$ cat src/rtl/muldiv_pkg.sv
package muldiv_pkg;

  typedef enum logic [2:0] {
    OP_MUL    = 3'd0,
    OP_MULHSS = 3'd1,
    OP_MULHSU = 3'd2,
    OP_MULHUU = 3'd3,
    OP_DIVS   = 3'd4,
    OP_DIVU   = 3'd5
  } op_e;

  typedef enum logic [1:0] {
    ST_IDLE = 2'd0,
    ST_RUN  = 2'd1,
    ST_FIN  = 2'd2
  } seq_state_e;

  function automatic logic op_is_div(input logic [2:0] op);
    return (op == OP_DIVS) || (op == OP_DIVU);
  endfunction

  function automatic logic op_a_signed(input logic [2:0] op);
    return (op == OP_MULHSS) || (op == OP_MULHSU) || (op == OP_DIVS);
  endfunction

  function automatic logic op_b_signed(input logic [2:0] op);
    return (op == OP_MULHSS) || (op == OP_DIVS);
  endfunction

  function automatic logic op_is_high(input logic [2:0] op);
    return (op == OP_MULHSS) || (op == OP_MULHSU) || (op == OP_MULHUU);
  endfunction

endpackage

$ cat src/rtl/muldiv_seq.sv
module muldiv_seq
  import muldiv_pkg::*;
#(
  parameter int STEPS = 32
) (
  input  logic clk,
  input  logic rst_n,
  input  logic accept_i,
  input  logic zero_div_i,
  output logic step_o,
  output logic fin_o,
  output logic busy_o,
  output logic dz_o
);
  localparam int CW = (STEPS > 1) ? $clog2(STEPS) : 1;
  localparam logic [CW-1:0] LAST = CW'(STEPS - 1);

  seq_state_e state_q;
  logic [CW-1:0] cnt_q;
  logic dz_q;

  always_ff @(posedge clk or negedge rst_n) begin
    if (!rst_n) begin
      state_q <= ST_IDLE;
      cnt_q   <= '0;
      dz_q    <= 1'b0;
    end else begin
      case (state_q)
        ST_IDLE: begin
          if (accept_i) begin
            cnt_q   <= '0;
            dz_q    <= zero_div_i;
            state_q <= zero_div_i ? ST_FIN : ST_RUN;
          end
        end
        ST_RUN: begin
          cnt_q <= cnt_q + 1'b1;
          if (cnt_q == LAST) state_q <= ST_FIN;
        end
        ST_FIN: begin
          dz_q    <= 1'b0;
          state_q <= ST_IDLE;
        end
        default: state_q <= ST_IDLE;
      endcase
    end
  end

  assign step_o = (state_q == ST_RUN);
  assign fin_o  = (state_q == ST_FIN);
  assign busy_o = (state_q != ST_IDLE);
  assign dz_o   = dz_q;
endmodule

$ cat src/rtl/muldiv_mul_core.sv
module muldiv_mul_core #(
  parameter int W = 32
) (
  input  logic           clk,
  input  logic           rst_n,
  input  logic           load_i,
  input  logic           step_i,
  input  logic [W-1:0]   mcand_i,
  input  logic [W-1:0]   mplier_i,
  output logic [2*W-1:0] prod_o
);
  logic [W-1:0]   mcand_q;
  logic [2*W-1:0] prod_q;
  logic [W:0]     partial_w;

  // one shift-add step: add multiplicand to upper half when the LSB is set
  assign partial_w = {1'b0, prod_q[2*W-1:W]} + (prod_q[0] ? {1'b0, mcand_q} : '0);

  always_ff @(posedge clk or negedge rst_n) begin
    if (!rst_n) begin
      mcand_q <= '0;
      prod_q  <= '0;
    end else if (load_i) begin
      mcand_q <= mcand_i;
      prod_q  <= {{W{1'b0}}, mplier_i};
    end else if (step_i) begin
      prod_q <= {partial_w, prod_q[W-1:1]};
    end
  end

  assign prod_o = prod_q;
endmodule

$ cat src/rtl/muldiv_div_core.sv
module muldiv_div_core #(
  parameter int W = 32
) (
  input  logic         clk,
  input  logic         rst_n,
  input  logic         load_i,
  input  logic         step_i,
  input  logic [W-1:0] dividend_i,
  input  logic [W-1:0] divisor_i,
  output logic [W-1:0] quot_o
);
  logic [W-1:0] rem_q;
  logic [W-1:0] quo_q;
  logic [W-1:0] dvs_q;
  logic [W:0]   trial_w;
  logic [W:0]   diff_w;
  logic         fits_w;

  // restoring step: shift in next dividend bit, subtract if it fits
  assign trial_w = {rem_q, quo_q[W-1]};
  assign diff_w  = trial_w - {1'b0, dvs_q};
  assign fits_w  = !diff_w[W];

  always_ff @(posedge clk or negedge rst_n) begin
    if (!rst_n) begin
      rem_q <= '0;
      quo_q <= '0;
      dvs_q <= '0;
    end else if (load_i) begin
      rem_q <= '0;
      quo_q <= dividend_i;
      dvs_q <= divisor_i;
    end else if (step_i) begin
      rem_q <= fits_w ? diff_w[W-1:0] : trial_w[W-1:0];
      quo_q <= {quo_q[W-2:0], fits_w};
    end
  end

  assign quot_o = quo_q;
endmodule

$ cat src/rtl/muldiv_unit.sv
module muldiv_unit
  import muldiv_pkg::*;
#(
  parameter int W = 32
) (
  input  logic         clk,
  input  logic         rst_n,
  input  logic         start_i,
  input  logic [2:0]   op_i,
  input  logic [W-1:0] a_i,
  input  logic [W-1:0] b_i,
  output logic         busy_o,
  output logic         done_o,
  output logic         wr_en_o,
  output logic [W-1:0] result_o
);
  localparam int PW = 2 * W;

  function automatic logic [W-1:0] mag_of(input logic [W-1:0] v, input logic sgn);
    return (sgn && v[W-1]) ? ('0 - v) : v;
  endfunction

  function automatic logic [W-1:0] pick_result(input logic [2:0] op, input logic neg,
                                               input logic [PW-1:0] prod,
                                               input logic [W-1:0] quo);
    logic [PW-1:0] p;
    logic [W-1:0]  q;
    p = neg ? ('0 - prod) : prod;
    q = neg ? ('0 - quo) : quo;
    if (op_is_div(op))       return q;
    else if (op_is_high(op)) return p[PW-1:W];
    else                     return p[W-1:0];
  endfunction

  // named internal events for the checker
  logic accept_w;
  logic step_w;
  logic fin_w;
  logic dz_w;
  logic zero_div_w;

  logic [2:0]    op_q;
  logic          neg_q;
  logic [W-1:0]  a_mag_w;
  logic [W-1:0]  b_mag_w;
  logic [PW-1:0] prod_w;
  logic [W-1:0]  quot_w;
  logic          load_mul_w;
  logic          load_div_w;

  assign accept_w   = start_i && !busy_o;
  assign zero_div_w = op_is_div(op_i) && (b_i == '0);
  assign a_mag_w    = mag_of(a_i, op_a_signed(op_i));
  assign b_mag_w    = mag_of(b_i, op_b_signed(op_i));
  assign load_mul_w = accept_w && !op_is_div(op_i);
  assign load_div_w = accept_w && op_is_div(op_i);

  always_ff @(posedge clk or negedge rst_n) begin
    if (!rst_n) begin
      op_q  <= OP_MUL;
      neg_q <= 1'b0;
    end else if (accept_w) begin
      op_q  <= op_i;
      neg_q <= (op_a_signed(op_i) && a_i[W-1]) ^ (op_b_signed(op_i) && b_i[W-1]);
    end
  end

  muldiv_seq #(.STEPS(W)) u_seq (
    .clk       (clk),
    .rst_n     (rst_n),
    .accept_i  (accept_w),
    .zero_div_i(zero_div_w),
    .step_o    (step_w),
    .fin_o     (fin_w),
    .busy_o    (busy_o),
    .dz_o      (dz_w)
  );

  muldiv_mul_core #(.W(W)) u_mul (
    .clk     (clk),
    .rst_n   (rst_n),
    .load_i  (load_mul_w),
    .step_i  (step_w),
    .mcand_i (a_mag_w),
    .mplier_i(b_mag_w),
    .prod_o  (prod_w)
  );

  muldiv_div_core #(.W(W)) u_div (
    .clk       (clk),
    .rst_n     (rst_n),
    .load_i    (load_div_w),
    .step_i    (step_w),
    .dividend_i(a_mag_w),
    .divisor_i (b_mag_w),
    .quot_o    (quot_w)
  );

  assign done_o   = fin_w;
  assign wr_en_o  = fin_w && !dz_w;
  assign result_o = wr_en_o ? pick_result(op_q, neg_q, prod_w, quot_w) : '0;
endmodule

$ cat config.mk
export PLATFORM = sky130hd
export DESIGN_NAME = muldiv_unit
export DESIGN_NICKNAME = d
export VERILOG_FILES = /design/src/rtl/muldiv_pkg.sv /design/src/rtl/muldiv_seq.sv /design/src/rtl/muldiv_mul_core.sv /design/src/rtl/muldiv_div_core.sv /design/src/rtl/muldiv_unit.sv
export SDC_FILE = /design/constraint.sdc
export NUM_CORES = 1
export LEC_CHECK = 0
export BUFFER_PORTS_ARGS = -buffer_cell sky130_fd_sc_hd__buf_4
export CAP_MARGIN = 20
export CORE_MARGIN = 5
export CORE_UTILIZATION = 62
export CTS_CLUSTER_SIZE = 40
export DETAILED_ROUTE_END_ITERATION = 8
export HOLD_SLACK_MARGIN = 0.15
export PLACE_DENSITY = 0.93
export SLEW_MARGIN = 20
export SYNTH_ARGS = -nofsm -noshare
export SYNTH_HDL_FRONTEND = slang
export SYNTH_SLANG_ARGS = --single-unit
$ cat constraint.sdc
create_clock -name clk -period 4.8 [get_ports clk]
set_clock_uncertainty 0.15 [all_clocks]
set_input_delay 0.48 -clock clk [delete_from_list [all_inputs] [get_ports clk]]
set_output_delay 0.48 -clock clk [all_outputs]
set_load 0.02 [all_outputs]
==> impl_results.rst, run 1 <==
.. list-table::
   :header-rows: 1

   * - Metric
     - Value
   * - Status
     - completed
   * - Detailed Route WL
     - 49000 um
   * - Reg-to-reg startpoint
     - u_mul.prod_o[0]$_DFFE_PN0P_
   * - Total of endpoints with negative setup slack in the final report
     - 0
   * - Fraction of layout cells with a size suffix above 1
     - 0.115
   * - Number of design-rule violations left by the first detailed-router iteration
     - 2118
   * - Fmax achieved
     - 0.214 GHz
   * - Horizontal die dimension
     - 168 um
   * - Final estimated routing congestion in global placement
     - 0.954
   * - Nets
     - roughly 2100
   * - Classification of the worst-slack hold path
     - in2reg
   * - Overall routing resource usage
     - 0.335
   * - Routed Antenna Nets
     - 0
   * - Synth warnings
     - 0
   * - Sequential element share of the synthesized area
     - 0.330
   * - Share of flip-flops with an asynchronous set or reset
     - 1.00
   * - Hold Fails Final Rpt
     - 0
   * - Starting Density
     - 0.633
   * - Net count after synthesis
     - 1991
   * - Final max-slew violation count
     - 0
   * - Relative slew slack
     - 0.284
   * - Arrival time at the worst endpoint
     - 4.05 ns
   * - Reg-to-reg setup timing slack
     - 0.54 ns
   * - Number of global-route vias before repair
     - 14200
   * - Core region area
     - about 24000 sq um
   * - Detailed-routing iteration count for the pre-antenna-repair pass
     - 7
   * - Clock transition at the registers of the reported paths
     - 0.06 ns
   * - R2R Path End
     - u_mul.prod_o[63]$_DFFE_PN0P_
   * - GRT overflow
     - 0
   * - Type of element capturing the critical path
     - primary output
   * - Synth Flop Type
     - sky130_fd_sc_hd__dfrtp_1
   * - Commonest non-fill, non-tap cells in the layout
     - 260 x sky130_fd_sc_hd__o21ai_0, 202 x sky130_fd_sc_hd__dfrtp_1, 201 x sky130_fd_sc_hd__nand2_1, 127 x sky130_fd_sc_hd__buf_4, 105 x sky130_fd_sc_hd__xor2_1
   * - Post-placement worst setup slack
     - 0.449 ns
   * - Power density normalized to cell area
     - 777 nW/um^2
   * - Antenna cells
     - 0
   * - Die ar.
     - 28200 sq um
   * - Final clock period utilization by the worst path
     - 0.975
   * - Post-route DRC violation count
     - 0
   * - Max clock buf depth
     - 3
   * - First-pass GRT wire length
     - 77800 um
   * - Initial antenna violation count
     - 2
   * - Number of flops mapped to enable cells by yosys
     - 0
   * - Total CTS buffers
     - 24
   * - Library cells used by synthesis
     - 80
   * - Start-to-end type of the worst setup path
     - reg2out
   * - Worst setup margin
     - about 0.12 ns
   * - Required arrival time at the worst endpoint
     - approximately 4.2 ns
   * - Unrepaired setup endpoints after global routing
     - false
   * - Die Span Y
     - around 170 um
   * - Clock latency at the later pin of the worst-skew pair
     - 0.52 ns
   * - Hold path startpoint
     - b_i[14]
   * - Setup crit start
     - u_mul.prod_o[20]$_DFFE_PN0P_
   * - Setup tns final
     - 0 ns
   * - Wire length per cell
     - ~22 um
   * - Post-Synthesis Cell Area
     - 15500 sq um
   * - Number of clock sinks
     - about 200
   * - Most common library cell in the layout ignoring fill and taps
     - sky130_fd_sc_hd__o21ai_0
   * - Final Total Pwr
     - 13600 uW
   * - Avg Inst Size Synth
     - ~8.4 sq um
   * - Maxcap violations
     - 0
   * - Final standard cell utilization of the core
     - 0.716
   * - Logic depth of the worst register-to-register path
     - 12
   * - Total vias in the final route
     - 15300
   * - Startpoint types
     - flip-flop
   * - Number of ports placed on the die boundary
     - 105
   * - #FFs+latches synth
     - 204
   * - Post-Synthesis Cells
     - around 1800
   * - Final period demand of the worst path
     - 4.68 ns
   * - Num rows
     - 57
   * - CTS tree
     - yes
   * - Clock root buffer master
     - sky130_fd_sc_hd__clkbuf_16
   * - H-tree levels
     - 1
   * - Number of buffers added on ports
     - between 100 and 150
   * - Slew of the pin with the lowest slew margin
     - 1.07 ns
   * - Layout overhead on the synthesized area
     - 13.1%
   * - Maximum fanout along the worst path
     - 7
   * - Vias per cell
     - 6.80
   * - Leakage power figure
     - 0.00742 uW
   * - Largest net degree at the start of global routing
     - 103
   * - Worst vdd rail ir drop
     - between 0.4 and 0.5 mV
   * - Estimated wirelength of the detail-placed design
     - 35100 um
   * - Critical path destination
     - result_o[31]
-- power by group --
group,internal [uW],switching (uW)
sequential,2590,1130
combinational,3290,4690
clock,1160,764
-- registers in the layout (all words and copies together) (netlist names) --
signal	flops
op_q	3
u_seq.dz_o	1
neg_q	1
u_seq.state_q	2
u_seq.cnt_q	5
u_mul.mcand_q	32
u_div.dvs_q	32
u_div.quot_o	32
u_mul.prod_o	64
u_div.rem_q	32
-- cells in the mapped netlist (39+ instances only) --
| cell | number | share of area |
|---|---|---|
| sky130_fd_sc_hd__xor2_1 | 106 | 0.060 |
| sky130_fd_sc_hd__a21oi_1 | 96 | 0.031 |
| sky130_fd_sc_hd__xnor2_1 | 96 | 0.054 |
| sky130_fd_sc_hd__nand2_1 | 201 | 0.049 |
| sky130_fd_sc_hd__o31ai_1 | 45 | 0.022 |
| sky130_fd_sc_hd__a22oi_1 | 61 | 0.030 |
| sky130_fd_sc_hd__ha_1 | 70 | 0.057 |
| sky130_fd_sc_hd__o21ai_0 | 260 | 0.084 |
| sky130_fd_sc_hd__clkbuf_1 | 92 | 0.022 |
| sky130_fd_sc_hd__dfrtp_1 | 204 | 0.33 |
| sky130_fd_sc_hd__a21o_1 | 39 | 0.019 |
| sky130_fd_sc_hd__nor2_1 | 71 | 0.017 |
| sky130_fd_sc_hd__inv_1 | 58 | 0.014 |
| sky130_fd_sc_hd__nand3_1 | 62 | 0.020 |
-- timing repair --
item | 4_1_cts | 5_1_grt
buffers inserted | 1 | 1
resized for setup | 1 | 7
hold buffers | 11 | 0
endpoints found under the setup margin | 1 | 4
endpoints found under the hold margin | 111 | 0
pin swaps | 1 | 2
-- routing by layer --
layer  wire, um  vias to the layer above  track usage  part of all wire
li1           -                     6870            -                 -
met1      20000                     7296        0.473              0.41
met2      22200                      949        0.532              0.45
met3       4730                      167       0.0513             0.097
met4       2030                        2        0.112             0.041
met5         13                        -            0           0.00027
-- layout make-up --
| type | count | area (sq um) |
|---|---|---|
| inverter | 59 | 221 |
| tap | 324 | 405 |
| sequential | 204 | 5110 |
| clock inverter | 12 | 148 |
| timing repair buffer | 141 | 1120 |
| multi-input combinational | 1478 | 9830 |
| fill | 1772 | 6950 |
| clock buffer | 31 | 678 |
-- per-stage QoR --
step	std cells	area (sq um)	hold WS [ns]
after floorplan	1849	15500	0.0344
after global placement	2192	16500	0.307
after detailed placement	2193	16500	0.316
after CTS	2248	17500	0.153
after global routing	2249	17500	0.172
final	2249	17500	0.167
-- worst min-delay path by stage --
stage | to | slack [ns] | cells after the start
finish | u_div.dvs_q[14]$_DFFE_PN0P_ | 0.17 | 3
global route | u_mul.mcand_q[12]$_DFFE_PN0P_ | 0.17 | 3
CTS | u_mul.prod_o[24]$_DFFE_PN0P_ | 0.15 | 3
detailed placement | u_mul.mcand_q[2]$_DFFE_PN0P_ | 0.32 | 2
global placement | u_mul.mcand_q[12]$_DFFE_PN0P_ | 0.31 | 2
floorplan | neg_q$_DFFE_PN0P_ | 0.03 | 0
-- cell families after synthesis --
family / synth area share
multiplexers: 0.0210
adder cells (fa/ha/maj): 0.0592
buffers and inverters: 0.0422
AO/OA/AOI/OAI: 0.262
AND/OR/NAND/NOR: 0.172
XOR/XNOR: 0.114
flip-flops: 0.330
-- worst max-delay path, cell delays in order, from the launching register on --
cell                      delay (ns)
sky130_fd_sc_hd__dfrtp_1        0.43
sky130_fd_sc_hd__or4_4          0.57
sky130_fd_sc_hd__nor4_4         0.43
sky130_fd_sc_hd__nand4_4        0.25
sky130_fd_sc_hd__or3_4          0.44
sky130_fd_sc_hd__or3_4          0.42
sky130_fd_sc_hd__o31ai_4        0.19
sky130_fd_sc_hd__xnor2_1        0.18
sky130_fd_sc_hd__nor2_2         0.07
sky130_fd_sc_hd__o32ai_4        0.32
sky130_fd_sc_hd__buf_4          0.20
Note: power is estimated with default switching activity, not from simulation.
==> run 2: changes to the inputs <==
--- a/config.mk
+++ b/config.mk
@@ -8,12 +8,13 @@
 export BUFFER_PORTS_ARGS = -buffer_cell sky130_fd_sc_hd__buf_4
 export CAP_MARGIN = 20
 export CORE_MARGIN = 5
-export CORE_UTILIZATION = 62
+export CORE_UTILIZATION = 63
 export CTS_CLUSTER_SIZE = 40
 export DETAILED_ROUTE_END_ITERATION = 8
 export HOLD_SLACK_MARGIN = 0.15
-export PLACE_DENSITY = 0.93
+export PLACE_DENSITY = 0.94
 export SLEW_MARGIN = 20
 export SYNTH_ARGS = -nofsm -noshare
 export SYNTH_HDL_FRONTEND = slang
+export SYNTH_HIERARCHICAL = 1
 export SYNTH_SLANG_ARGS = --single-unit
==> run 2 against run 1 <==
Net effect:
- flip-flop and latch count stayed put
- highest routed layer is now met4
- critical endpoint is now result_o[28]
- sequential power is 3% higher
- final area up 7.5%
- utilization decreased by 1.1 points
- sequential share of layout area down 2.0 points
- hold slack better by 0.0061 ns
==> impl_results.rst, run 2 <==
.. list-table::
   :header-rows: 1

   * - Metric
     - Value
   * - Status
     - completed
   * - Fraction of layout cells with a size suffix above 1
     - 0.129 (+0.0138)
   * - Horizontal die dimension
     - 174 um (+3.5%)
   * - Avg Inst Size Synth
     - 8.34 sq um (-0.44%)
   * - Final Total Pwr
     - 15600 uW (+15%)
   * - Overall routing resource usage
     - 0.387 (+0.0514)
   * - Arrival time at the worst endpoint
     - 3.79 ns (-0.26 ns)
   * - GRT overflow
     - 0 (unchanged)
   * - Setup crit start
     - u_mul/prod_o[50]$_DFFE_PN0P_
   * - Yosys top cell area share
     - 0.302 (-0.0279)
   * - Number of flops mapped to enable cells by yosys
     - 0 (unchanged)
   * - Commonest non-fill, non-tap cells in the layout
     - 240 x sky130_fd_sc_hd__nand2_1, 203 x sky130_fd_sc_hd__dfrtp_1, 183 x sky130_fd_sc_hd__o21ai_0, 139 x sky130_fd_sc_hd__buf_4, 132 x sky130_fd_sc_hd__nor2_1
   * - Total of endpoints with negative setup slack in the final report
     - 0 (unchanged)
   * - Core region area
     - 26700 sq um (+9.3%)
   * - Die ar.
     - 30200 sq um (+7.1%)
   * - Critical path destination
     - result_o[28]
   * - Start-to-end type of the worst setup path
     - reg2out
   * - Net count after synthesis
     - 2171 (+9.0%)
   * - Worst setup margin
     - 0.375 ns (+0.253 ns)
   * - Hold path startpoint
     - b_i[7]
   * - Worst vdd rail ir drop
     - 0.745 mV (+65%)
   * - Starting Density
     - 0.633 (about the same)
   * - Post-Synthesis Cells
     - 2029 (+9.7%)
   * - Antenna cells
     - 0 (unchanged)
   * - Classification of the worst-slack hold path
     - in2reg
   * - Type of element capturing the critical path
     - primary output
   * - Relative slew slack
     - 0.261 (-0.0230)
   * - Relative contribution of combinational cells to total power
     - 0.641 (+0.055)
   * - R2R Path End
     - u_div/rem_q[4]$_DFFE_PN0P_
   * - Post-placement worst setup slack
     - 1.02 ns (+0.571 ns)
   * - Post-Synthesis Cell Area
     - 16900 sq um (+9.3%)
   * - Detailed-routing iteration count for the pre-antenna-repair pass
     - 7 (unchanged)
   * - Initial antenna violation count
     - 0 (-2)
   * - Fmax achieved
     - 0.226 GHz (+5.7%)
   * - Nets
     - 2234 (+9.0%)
   * - Final estimated routing congestion in global placement
     - 1.05 (+9.5%)
   * - Synth warnings
     - 6 (+6)
   * - Cell with the largest stage delay on the worst path
     - sky130_fd_sc_hd__nor3_1
   * - Hold bufs inserted after CTS
     - 7 (-4)
   * - Layout overhead on the synthesized area
     - 11.3%
   * - Final period demand of the worst path
     - 4.42 ns (-0.253 ns)
   * - Synth Flop Type
     - sky130_fd_sc_hd__dfrtp_1
   * - Area after detailed placement
     - 18000 sq um (+9.0%)
   * - Logic depth of the worst register-to-register path
     - 13 (+1)
   * - Dominant cell type by area after synthesis
     - sky130_fd_sc_hd__dfrtp_1
   * - Number of buffers added on ports
     - 104 (unchanged)
   * - Hold Fails Final Rpt
     - 0 (unchanged)
   * - Startpoint types
     - flip-flop
   * - Detailed Route WL
     - 60700 um (+24%)
   * - Clock root buffer master
     - sky130_fd_sc_hd__clkbuf_16
   * - Die Span Y
     - 174 um (+3.5%)
   * - Clock latency at the later pin of the worst-skew pair
     - 0.52 ns (about the same)
   * - Post-route design area
     - 18800 sq um (+7.5%)
   * - Clock transition at the registers of the reported paths
     - 0.07 ns (about the same)
   * - Wire length per cell
     - 24.8 um (+14%)
   * - Maximum fanout along the worst path
     - 5 (-2)
   * - CTS tree
     - yes
   * - Number of fill cells in the layout
     - 2012 (+14%)
   * - Number of clock sinks
     - 204 (unchanged)
   * - Routed Antenna Nets
     - 0 (unchanged)
   * - Clock Power Share
     - 0.115 (-0.026)
   * - Most common library cells after synthesis
     - 240 x sky130_fd_sc_hd__nand2_1, 204 x sky130_fd_sc_hd__dfrtp_1, 183 x sky130_fd_sc_hd__o21ai_0
   * - Num rows
     - 60 (+5.3%)
   * - Largest net degree at the start of global routing
     - 123 (+19%)
   * - Setup Fix Bufs, Post-CTS
     - 0 (-1)
   * - Power density normalized to cell area
     - 830 nW/um^2 (+6.8%)
   * - Sequential element share of the synthesized area
     - 0.302 (-0.0279)
   * - Estimated wirelength of the detail-placed design
     - 45100 um (+29%)
   * - #FFs+latches synth
     - 204 (unchanged)
   * - Most common library cell in the layout ignoring fill and taps
     - sky130_fd_sc_hd__nand2_1
   * - Reg-to-reg startpoint
     - u_div/quot_o[31]$_DFFE_PN0P_
   * - Number of design-rule violations left by the first detailed-router iteration
     - 2388 (+13%)
   * - Vias per cell
     - 6.97 (+2.5%)
   * - Slew of the pin with the lowest slew margin
     - 1.10 ns (+0.0261 ns)
   * - Max clock buf depth
     - 3 (unchanged)
   * - Reg-to-reg setup timing slack
     - 0.96 ns (+0.42 ns)
   * - Total CTS buffers
     - 24 (unchanged)
   * - Critical Path Max Stage Delay
     - 0.80 ns (+0.23 ns)
   * - Most instantiated library cell after synthesis
     - sky130_fd_sc_hd__nand2_1
   * - Leakage power figure
     - 0.00825 uW (+11%)
   * - CP Cell Sequence
     - nor3_1, nand4_1, nor4_1, and4_1, nor3_1, a221oi_1, buf_4
   * - Unrepaired setup endpoints after global routing
     - false
   * - Number of global-route vias before repair
     - 16300 (+15%)
   * - Library cells used by synthesis
     - 100 (+25%)
   * - Flip-flop count of the largest register, all copies and words added
     - 64 (unchanged)
   * - Setup tns final
     - 0 ns (unchanged)
   * - Required arrival time at the worst endpoint
     - 4.17 ns (about the same)
   * - Total vias in the final route
     - 17100 (+12%)
   * - Number of ports placed on the die boundary
     - 105 (unchanged)
   * - Main area contributors after synthesis
     - sky130_fd_sc_hd__dfrtp_1 30%, sky130_fd_sc_hd__mux2i_1 5.7%, sky130_fd_sc_hd__xnor2_1 5.5%
   * - H-tree levels
     - 1 (unchanged)
   * - Most frequent cell on the critical path
     - sky130_fd_sc_hd__nor3_1
   * - Number of gates resized after CTS
     - 0 (-1)
   * - First-pass GRT wire length
     - 93800 um (+20%)
   * - Switching component of the power
     - 8020 uW (+22%)
   * - Final max-slew violation count
     - 0 (unchanged)
   * - Fraction of power spent switching nets
     - 0.513 (+0.0297)
   * - Maxcap violations
     - 0 (unchanged)
   * - Sequential cell fraction of total power
     - 0.244 (-0.029)
   * - Post-route DRC violation count
     - 0 (unchanged)
   * - Share of flip-flops with an asynchronous set or reset
     - 1.00 (unchanged)
   * - Final clock period utilization by the worst path
     - 0.922 (-0.0527)
   * - Cell internal pwr
     - 7620 uW (+8.2%)
run 2: power groups by stage:
stage	Clock, uW	Combinational [uW]	Sequential [uW]
after floorplan	0	7330	3330
after global placement	0	9380	3680
after detailed placement	0	9630	3750
after CTS	1800	9720	3740
after global routing	1880	10800	3910
final	1790	10000	3820
run 2: cell families (layout without fill, tap and decap cells):
group                    count (synthesis)  count (layout)  synth area share
AND/OR/NAND/NOR                        711             711             0.211
AO/OA/AOI/OAI                          557             557             0.219
flip-flops                             204             204             0.302
buffers and inverters                  178             257            0.0413
XOR/XNOR                               175             175            0.0915
multiplexers                           132             132            0.0808
adder cells (fa/ha/maj)                 72              72            0.0541
run 2: final cells by class:
| cell class | count | area (sq um) | area share |
|---|---|---|---|
| multi-input combinational | 1647 | 11100 | 0.590 |
| sequential | 204 | 5110 | 0.271 |
| timing repair buffer | 149 | 1160 | 0.0615 |
| clock buffer | 32 | 702 | 0.0373 |
| tap | 341 | 427 | 0.0227 |
| inverter | 66 | 253 | 0.0134 |
| clock inverter | 10 | 67.6 | 0.00359 |
run 2: worst min-delay path by stage:
| stage | depth (start not counted) | slack, ns | to |
|---|---|---|---|
| 6_report | 4 | 0.17 | u_mul/prod_o[7]$_DFFE_PN0P_ |
| 4_1_cts | 4 | 0.16 | u_mul/prod_o[15]$_DFFE_PN0P_ |
| 3_5_place_dp | 1 | 0.34 | u_mul/mcand_q[6]$_DFFE_PN0P_ |
| 5_1_grt | 4 | 0.19 | u_mul/prod_o[15]$_DFFE_PN0P_ |
| 2_1_floorplan | 0 | 0.03 | neg_q$_DFFE_PN0P_ |
| 3_3_place_gp | 1 | 0.33 | u_seq/dz_o$_DFFE_PN0P_ |
run 2: per-layer routing:
metal  up-vias  wire length [um]  GRT usage
met5         -                 0          0
met2      1142             26300      0.585
li1       7549                 -          -
met4         0              2830      0.157
met1      8153             24300      0.537
met3       214              7230     0.0907
run 2: through the flow:
step	util	hold slack (ns)	instances
6_report	0.705	0.173	2449
5_1_grt	0.705	0.193	2449
4_1_cts	0.705	0.161	2449
3_5_place_dp	0.673	0.339	2400
3_3_place_gp	0.673	0.331	2399
2_1_floorplan	-	0.0344	2029
run 2: critical path, delay by kind of cell, from the launching register on:
family	cells	cell delay (ns)
buffers and inverters	1	0.22
and+or+nand+nor	5	2.29
AOI/OAI and AO/OA	1	0.38
DFF	1	0.39
